<file path="src/rtl/vcfg_pkg.sv">
package vcfg_pkg;

    localparam logic [6:0] OPC_VEC   = 7'b1010111;
    localparam logic [2:0] F3_CFG    = 3'b111;
    localparam logic [6:0] TOP_RVT   = 7'b1000000;
    localparam int         IMM_ZERO_AVL = 32;

    typedef enum logic [1:0] {
        FORM_NONE,
        FORM_RAVL,
        FORM_RVT,
        FORM_IAVL
    } cfg_form_e;

endpackage

</file>
<file path="src/rtl/vcfg_decode.sv">
module vcfg_decode
    import vcfg_pkg::*;
#(
    parameter int XLEN = 32
) (
    input  logic [31:0]     instr,
    input  logic [XLEN-1:0] rs2_val,
    output cfg_form_e       form,
    output logic [XLEN-1:0] vtype_raw,
    output logic            src_idx_zero,
    output logic            dst_idx_zero,
    output logic [4:0]      uimm
);

    logic base_ok;

    always_comb begin
        base_ok      = (instr[6:0] == OPC_VEC) && (instr[14:12] == F3_CFG);
        src_idx_zero = (instr[19:15] == 5'd0);
        dst_idx_zero = (instr[11:7] == 5'd0);
        uimm         = instr[19:15];
        form         = FORM_NONE;
        vtype_raw    = '0;
        if (base_ok) begin
            if (!instr[31]) begin
                form      = FORM_RAVL;
                vtype_raw = XLEN'(instr[30:20]);
            end else if (instr[30]) begin
                form      = FORM_IAVL;
                vtype_raw = XLEN'(instr[29:20]);
            end else if (instr[31:25] == TOP_RVT) begin
                form      = FORM_RVT;
                vtype_raw = rs2_val;
            end
        end
    end

endmodule

</file>
<file path="src/rtl/vcfg_vlmax.sv">
module vcfg_vlmax #(
    parameter int VLEN = 128,
    parameter int ELEN = 64,
    parameter int XLEN = 32
) (
    input  logic [XLEN-1:0] vtype_raw,
    output logic            legal,
    output logic [$clog2(VLEN):0] vlmax
);

    localparam int LOG_VLEN = $clog2(VLEN);
    localparam int LOG_ELEN = $clog2(ELEN);
    localparam int VLW      = LOG_VLEN + 1;

    logic [2:0] lmul_code;
    logic [2:0] sew_code;
    int         lmul_log;
    int         sew_log;
    int         expo;

    always_comb begin
        lmul_code = vtype_raw[2:0];
        sew_code  = vtype_raw[5:3];
        lmul_log  = lmul_code[2] ? (int'(lmul_code) - 8) : int'(lmul_code);
        sew_log   = 3 + int'(sew_code);
        expo      = LOG_VLEN + lmul_log - sew_log;
        legal     = (lmul_code != 3'b100) && !sew_code[2] && (sew_log <= LOG_ELEN)
                    && !(|vtype_raw[XLEN-1:8]) && (expo >= 0);
        vlmax     = '0;
        if (legal) begin
            vlmax = VLW'(1) << expo;
        end
    end

endmodule

</file>
<file path="src/rtl/vcfg_unit.sv">
module vcfg_unit
    import vcfg_pkg::*;
#(
    parameter int VLEN = 128,
    parameter int ELEN = 64,
    parameter int XLEN = 32
) (
    input  logic                  clk,
    input  logic                  rst_n,
    input  logic                  instr_valid,
    input  logic [31:0]           instr,
    input  logic [XLEN-1:0]       rs1_val,
    input  logic [XLEN-1:0]       rs2_val,
    output logic                  cfg_hit,
    output logic [XLEN-1:0]       rd_wdata,
    output logic [$clog2(VLEN):0] vl_o,
    output logic [7:0]            vtype_o,
    output logic                  vill_o
);

    localparam int VLW = $clog2(VLEN) + 1;

    typedef struct packed {
        logic [VLW-1:0] vl;
        logic [7:0]     vtype;
        logic           vill;
    } cfg_state_t;

    cfg_form_e        form;
    logic [XLEN-1:0]  vtype_raw;
    logic             src_idx_zero;
    logic             dst_idx_zero;
    logic [4:0]       uimm;
    logic             type_legal;
    logic [VLW-1:0]   vlmax;

    cfg_state_t       state_d, state_q, cand;
    logic [XLEN-1:0]  avl;
    logic [XLEN-1:0]  vlmax_x;
    logic             imm_over;
    logic             commit;

    vcfg_decode #(.XLEN(XLEN)) dec_i (
        .instr        (instr),
        .rs2_val      (rs2_val),
        .form         (form),
        .vtype_raw    (vtype_raw),
        .src_idx_zero (src_idx_zero),
        .dst_idx_zero (dst_idx_zero),
        .uimm         (uimm)
    );

    vcfg_vlmax #(.VLEN(VLEN), .ELEN(ELEN), .XLEN(XLEN)) vmx_i (
        .vtype_raw (vtype_raw),
        .legal     (type_legal),
        .vlmax     (vlmax)
    );

    always_comb begin
        cfg_hit  = (form != FORM_NONE);
        commit   = instr_valid && cfg_hit;
        vlmax_x  = XLEN'(vlmax);
        imm_over = 1'b0;
        avl      = '0;
        cand     = '{vl: '0, vtype: vtype_raw[7:0], vill: 1'b0};

        if (form == FORM_IAVL) begin
            avl      = (uimm == 5'd0) ? XLEN'(IMM_ZERO_AVL) : XLEN'(uimm);
            imm_over = (avl > vlmax_x);
            cand.vl  = VLW'(avl);
        end else begin
            if (!src_idx_zero) begin
                avl = rs1_val;
            end else if (!dst_idx_zero) begin
                avl = '1;
            end else begin
                avl = XLEN'(state_q.vl);
            end
            cand.vl = (avl > vlmax_x) ? vlmax : VLW'(avl);
        end

        if (!type_legal || imm_over) begin
            cand = '{vl: '0, vtype: '0, vill: 1'b1};
        end

        state_d  = commit ? cand : state_q;
        rd_wdata = commit ? XLEN'(cand.vl) : '0;
    end

    always_ff @(posedge clk or negedge rst_n) begin
        if (!rst_n) begin
            state_q <= '{vl: '0, vtype: '0, vill: 1'b1};
        end else begin
            state_q <= state_d;
        end
    end

    assign vl_o    = state_q.vl;
    assign vtype_o = state_q.vtype;
    assign vill_o  = state_q.vill;

endmodule

</file>
<file path="config.mk">
export PLATFORM = sky130hd
export DESIGN_NAME = vcfg_unit
export DESIGN_NICKNAME = d
export VERILOG_FILES = /design/src/rtl/vcfg_pkg.sv /design/src/rtl/vcfg_decode.sv /design/src/rtl/vcfg_vlmax.sv /design/src/rtl/vcfg_unit.sv
export SDC_FILE = /design/constraint.sdc
export NUM_CORES = 1
export LEC_CHECK = 0
export ABC_AREA = 1
export BUFFER_PORTS_ARGS = -buffer_cell sky130_fd_sc_hd__buf_2
export CORE_ASPECT_RATIO = 0.7
export CORE_MARGIN = 10
export CORE_UTILIZATION = 46
export CTS_CLUSTER_DIAMETER = 50
export CTS_CLUSTER_SIZE = 30
export DETAILED_ROUTE_END_ITERATION = 8
export GPL_TIMING_DRIVEN = 1
export HOLD_SLACK_MARGIN = 0.12
export PLACE_DENSITY = 0.83
export SYNTH_ARGS = -nofsm -noshare
export SYNTH_HDL_FRONTEND = slang
export SYNTH_SLANG_ARGS = --single-unit
</file>
<file path="constraint.sdc">
create_clock -name clk -period 5.43 [get_ports clk]
set_input_delay 0.2715 -clock clk [delete_from_list [all_inputs] [get_ports clk]]
set_output_delay 0.2715 -clock clk [all_outputs]
set_load 0.01 [all_outputs]
</file>
; Yosys cells after proc, flatten, opt, wreduce, memory -nomap -nowiden
; Cells that the tools add are included.
[totals]
ramBits = 0
output_inout_bits = 50
latch_bits = 0
memories = 0
input_bits = 99
rom_bits = 0
register_bits = 17
word_cells = 50
[op_classes]
mux = 19
n_lt_le_gt_ge = 4
n_mul = 0
shift = 1
n_eq_ne = 5
n_reduce_logical = 14
n_div = 0
n_addsub = 4
n_bitwise = 0
[ops]
columns = op, count
row1 = $mux W32, 8
row2 = $add A4 B32 Y32 const A, 1
row3 = $ge A32 B1 Y1 const B, 1
row4 = $gt A32 B8 Y1, 1
row5 = $le A32 B4 Y1 const B, 1
row6 = $mux W8, 4
row7 = $shl A1 B32 Y8 const A, 1
row8 = $sub A32 B32 Y32, 1
row9 = $reduce_or A24 Y1, 1
row10 = $mux W17, 1
row11 = $eq A7 B7 Y1 const B, 2
row12 = $logic_not A5 Y1, 2
row13 = $gt A6 B8 Y1, 1
row14 = $mux W2, 4
row15 = $logic_and A1 B1 Y1, 6
row16 = $mux W6, 1
row17 = $sub A3 B4 Y5 const B, 1
row18 = $add A2 B3 Y4 const A, 1
row19 = $eq A3 B3 Y1 const B, 1
row20 = $logic_not A1 Y1, 3
row21 = $ne A3 B3 Y1 const B, 1
row22 = $eq A2 B2 Y1 const B, 1
row23 = $reduce_bool A2 Y1, 1
row24 = $logic_or A1 B1 Y1, 1
row25 = $mux W1, 1

; Logic depth before layout (Yosys ltp)
[logic_depth]
depth_word = 17
depth_mapped = 36
ltp_nobuf = 36

; Modules after synthesis
; From an unflattened synthesis, not the netlist that was laid out.
[hier_totals]
hier_cells = 473
hier_area_um2 = 2790.2
[modules_own_cells]
columns = mod, instances, seq_area_each_um2, area_per_inst_um2, cells_each
row1 = vcfg_unit, 1, 426.7, 1704.1, 262
row2 = vcfg_decode, 1, 0.0, 563.0, 121
row3 = vcfg_vlmax, 1, 0.0, 523.0, 90

; Least setup slack after synthesis
; Ideal clock, no wire load.
[synth_path]
path_kind = input to output
start = input instr[4]
end = output rd_wdata[6]
arrival_time_ns = 4.701
n_path_buf = 0
path_slack_ns = 0.457
stages = 30
required_ns = 5.159
path_cell_list = inv_1 > nor2_1 > nand3_2 > nor2_2 > inv_1 > o22ai_1 > inv_1 > ha_1 > xor2_1 > ha_1 > fa_1 > nand3_1 > nand3_1 > ha_1 > a21oi_2 > nand4_1 > nor3_1 > nand2_1 > ha_1 > a21oi_1 > nor2_1 > nor2_1 > nand3_1 > nand2_1 > nand2_2 > inv_1 > nor2_1 > nor2_1 > inv_1 > nor2_1
[synth_via]
elab_chain_len = 15
elab_cells_between_ends = 33
cone_classes = add/sub: 4 / order compare: 4 / eq/ne: 3 / shift: 1 / mux: 9 / reduce/logical: 12
[synth_rtl]
columns = item, line_no
row1 = "start, declared", vcfg_unit.sv:11  ; input logic [31:0] instr,
row2 = $eq A7 B7 Y1 *, vcfg_decode.sv:18  ; base_ok = (instr[6:0] == OPC_VEC) && (instr[14:12] == F3_CFG);
row3 = $logic_and A1 B1 Y1 *, vcfg_decode.sv:18
row4 = $mux W32, vcfg_decode.sv:24  ; if (base_ok) begin
row5 = $sub A3 B4 Y5, vcfg_vlmax.sv:24  ; lmul_log = lmul_code[2] ? (int'(lmul_code) - 8) : int'(lmul_code);
row6 = $mux W32, vcfg_vlmax.sv:24
row7 = $add A4 B32 Y32, vcfg_vlmax.sv:26  ; expo = LOG_VLEN + lmul_log - sew_log;
row8 = $sub A32 B32 Y32, vcfg_vlmax.sv:26
row9 = $ge A32 B1 Y1, vcfg_vlmax.sv:28  ; && !(|vtype_raw[XLEN-1:8]) && (expo >= 0);
row10 = $logic_and A1 B1 Y1, vcfg_vlmax.sv:28
row11 = $mux W8, vcfg_vlmax.sv:30  ; if (legal) begin
row12 = $gt A32 B8 Y1 or $gt A6 B8 Y1 (tied branches), "vcfg_unit.sv:79, vcfg_unit.sv:69"
row13 = $mux W8 or $mux W1 (tied branches), "vcfg_unit.sv:79, vcfg_unit.sv:67"
row14 = $mux W8 or $logic_or A1 B1 Y1 (tied branches), "vcfg_unit.sv:67, vcfg_unit.sv:82"
row15 = $mux W17, vcfg_unit.sv:82  ; if (!type_legal || imm_over) begin
row16 = $mux W8 *, vcfg_unit.sv:87  ; rd_wdata = commit ? XLEN'(cand.vl) : '0;
row17 = "end, declared", vcfg_unit.sv:15  ; output logic [XLEN-1:0] rd_wdata,
; Every way passes the cells marked *; elsewhere a longest branch is shown, timed or not.

; Worst setup path in the final report
[layout_path]
start = input instr[6]
end = output rd_wdata[4]
; Same word-level chain as after synthesis.

==> results.sh <==
export IMPL_tightest_pin_transition_ns=0.620
export IMPL_final_setup_skew_ns=0.000810
export IMPL_asyncSetResetFlopFracSynth_pct=100
export IMPL_detailroute_wirelength_met3_um=1190
export IMPL_place_inst=635
export IMPL_drt_initial_drc_count=405
export IMPL_height_of_the_die_um=84.0
export IMPL_grt_setup_unrepaired="yes"
export IMPL_final_core_utilization_pct=68.8
export IMPL_clk_pin_slew_ns=0.06
export IMPL_grt_util_all_layers_pct=19.3
export IMPL_via_count=3517
export IMPL_post_route_cells_drive_above_1_share_pct=43.2
export IMPL_totalWireLength_um=11000
export IMPL_grt_ovfl_total=0
export IMPL_worst_ir_drop_vdd_uv=91.4
export IMPL_multiInputGateArea_mm2=0.00219
export IMPL_io_buffer_count=124
export IMPL_layout_cells_most_common="sky130_fd_sc_hd__buf_2"
export IMPL_post_synth_cell_area_avg_um2=6.18
export IMPL_rows=23
export IMPL_initial_utilization_pct=47.2
export IMPL_crit_required_ns=5.16
export IMPL_final_setup_slack_of_the_worst_path_ns=-0.0834
export IMPL_start_kind="primary input"
export IMPL_design_final_nets=716
export IMPL_yosysWarningCount=0
export IMPL_cp_buffers_inverters=7
export IMPL_tritoncts_clock_tree="done"
export IMPL_routed_top_layer="met4"
export IMPL_grt_pass1_wl_um=15600
export IMPL_post_route_period_util_pct=102
export IMPL_ys_flop_type="sky130_fd_sc_hd__dfrtp_1"
export IMPL_drc=0
export IMPL_average_wire_length_per_cell_after_detail_routing_um=16.6
export IMPL_clock_tree_htree_level_count=1
export IMPL_ws_path_type="in -> out"
export IMPL_hold_class="in -> reg"
export IMPL_fmax_mhz=181
export IMPL_timing_final_hold_violations=0
export IMPL_cts_sinks=17
export IMPL_clk_insertion_delay_late_ns=0.25
export IMPL_cp_end_kind="output port"
export IMPL_first_pass_detailed_route_iteration_total=5
export IMPL_ant_cells=0
export IMPL_critical_path_max_stage_delay_ns=0.64
export IMPL_status="finished with violations"
export IMPL_critical_path_most_common_cell="sky130_fd_sc_hd__nand2_1"
export IMPL_number_of_antenna_violations_at_the_first_check_in_global_routing=0
export IMPL_clk_path_buf_depth=2
export IMPL_setup_reg_to_reg_worst_slack_ns=2.79
export IMPL_area_growth_pct=45.9
export IMPL_ys_seq_elements=17
export IMPL_worstSetupEndpoint="rd_wdata[4]"
export IMPL_max_slew_margin_rel_pct=58.5
export IMPL_r2r_end="vl_o[4]"
export IMPL_grt_pass1_vias=3264
export IMPL_final_min_clock_period_ns=5.51
export IMPL_worstPathArrival_ns=5.24
export IMPL_core_region_area_mm2=0.00570
export IMPL_n_fill_cell=465
export IMPL_drt_met1_wl_um=4050
export IMPL_crit_reg2reg_launch="vl_o[1]"
export IMPL_summed_instance_area_of_the_synthesized_netlist_mm2=0.00269
export IMPL_most_common_layout_cells="123 x sky130_fd_sc_hd__buf_2, 87 x sky130_fd_sc_hd__nand2_1, 56 x sky130_fd_sc_hd__nor2_1, 54 x sky130_fd_sc_hd__inv_1, 34 x sky130_fd_sc_hd__buf_4"
export IMPL_synth_edff_count=0
export IMPL_critical_path_fanouts_max=6
export IMPL_critical_path_depth=36
export IMPL_violations="negative setup slack"
export IMPL_synth_lib_cells_used_distinct=41
export IMPL_critical_path_slowest_cell="sky130_fd_sc_hd__fa_2"
export IMPL_cp_startpoint="instr[6]"
export IMPL_largest_net_degree_at_the_start_of_global_routing=18
export IMPL_wl_met2_um=5370
export IMPL_pwr_density_cell_mw_per_mm2=84.7
export IMPL_post_layout_total_power_uw=332
export IMPL_report_final_setup_viol=3
export IMPL_chipWidth_um=111
export IMPL_antenna_violating_nets_post_route=0
export IMPL_timing_max_transition_violations_final=0
export IMPL_vias_per_cell=5.29
export IMPL_gp_congestion=0.931
export IMPL_die_area_mm2=0.00935
export IMPL_ys_seq_area_share_pct=15.9
export IMPL_area_sequential_um2=427
export IMPL_place_detailed_hpwl_um=8280
export IMPL_cts_made_buffers=3
export IMPL_path_delay_family="simple AND/OR/NAND/NOR gates"
export IMPL_cts_root_buf="sky130_fd_sc_hd__clkbuf_8"
export IMPL_p_leak_nw=2.18
export IMPL_timing_reg2reg_worst_path_depth=16
export IMPL_post_synth_inst_count=435
export IMPL_drv_max_cap_violation_count=0
export IMPL_final_non_filler_cell_total=665
export IMPL_num_io_pins=149
-- registers in the layout, summed over array words and instances (netlist names) --
| signal | count |
|---|---|
| vill_o | 1 |
| vl_o | 8 |
| vtype_o | 8 |
-- synthesized netlist by cell type, types with 2 or more instances --
library cell	count	area, um^2
sky130_fd_sc_hd__nand2_1	101	379
sky130_fd_sc_hd__nor2_1	64	240
sky130_fd_sc_hd__inv_1	60	225
sky130_fd_sc_hd__nand3_1	36	180
sky130_fd_sc_hd__buf_4	25	188
sky130_fd_sc_hd__ha_1	24	300
sky130_fd_sc_hd__dfrtp_1	16	400
sky130_fd_sc_hd__o21ai_0	13	65.1
sky130_fd_sc_hd__a21oi_1	11	55.1
sky130_fd_sc_hd__nor3_1	9	45.0
sky130_fd_sc_hd__nand4_1	8	50.1
sky130_fd_sc_hd__inv_2	7	26.3
sky130_fd_sc_hd__nand2_2	7	43.8
sky130_fd_sc_hd__nand3b_1	7	52.6
sky130_fd_sc_hd__a2bb2oi_1	6	52.6
sky130_fd_sc_hd__clkbuf_1	5	18.8
sky130_fd_sc_hd__o21ai_1	5	25.0
sky130_fd_sc_hd__o22ai_1	3	18.8
sky130_fd_sc_hd__a21oi_2	2	17.5
sky130_fd_sc_hd__fa_1	2	40.0
sky130_fd_sc_hd__nor2_2	2	12.5
sky130_fd_sc_hd__nor2_4	2	22.5
sky130_fd_sc_hd__o21ai_2	2	17.5
-- layout make-up --
class	count	area share (%)
Tap cell	75	2.39
Inverter	67	6.60
Clock buffer	4	1.15
Timing Repair Buffer	160	23.0
Sequential cell	17	10.9
Multi-Input combinational cell	342	55.9
-- cell families (layout without fill, tap and decap cells) --
group	count (synthesis)	count (layout)	synth area share, %
and+or+nand+nor	241	242	40.4
buffers and inverters	100	231	18.2
AOI/OAI and AO/OA	47	47	11.2
adders and majority gates	26	26	12.7
DFF	17	17	15.9
xor gates and xnor gates	2	2	0.652
other	1	24	0.140
muxes	1	1	0.838
-- how the worst min path moves through the flow --
stage | startpoint | to | cells past startpoint
global route | rs2_val[7] | vtype_o[7] | 5
global placement | rst_n | vl_o[4] | 1
floorplan | rst_n | vl_o[0] | 0
finish | rs2_val[7] | vtype_o[7] | 5
detailed placement | rst_n | vl_o[4] | 1
CTS | rs2_val[7] | vtype_o[7] | 5
-- power by group --
| group | total, mW | switching [mW] | leakage, nW | internal [mW] |
|---|---|---|---|---|
| Combinational | 0.110 | 0.0616 | 1.92 | 0.0484 |
| Sequential | 0.128 | 0.000258 | 0.234 | 0.127 |
| Clock | 0.0947 | 0.0426 | 0.0228 | 0.0521 |
-- timing repair --
action | in CTS | in global routing
cloned | 0 | 1
buffers inserted | 11 | 13
pin swaps | 2 | 38
endpoints found under the hold margin | 16 | 0
setup endpoints to repair | 7 | 8
gates resized for setup | 9 | 72
hold buffers | 1 | 0
-- worst reg2reg max path: cells and delay by family (launching register included) --
kind                     cells  cell delay, ns
AO/OA/AOI/OAI                3            0.69
flip-flops                   1            0.38
AND/OR/NAND/NOR              8            0.80
adder cells (fa/ha/maj)      1            0.31
buffers and inverters        4            0.40
-- routing by layer --
metal  up-vias  global-route usage (%)
li1       1657                       -
met1      1583                    24.0
met2       226                    32.8
met3        51                    4.81
met4         0                    3.84
met5         -                       0
-- per-stage QoR --
| step | area (um^2) | setup TNS [ns] | worst slack [ns] | hold WS, ns |
|---|---|---|---|---|
| 2_1_floorplan | 2770 | 0 | 0.457 | -0.0241 |
| 3_3_place_gp | 3330 | 0 | 0.0149 | 0.202 |
| 3_5_place_dp | 3330 | -0.615 | -0.125 | 0.212 |
| 5_1_grt | 3920 | -1.76 | -0.295 | 0.392 |
| 4_1_cts | 3510 | 0 | 0.0267 | 0.370 |
| 6_report | 3920 | -0.111 | -0.0834 | 0.370 |
(Power assumes the default switching activity.)
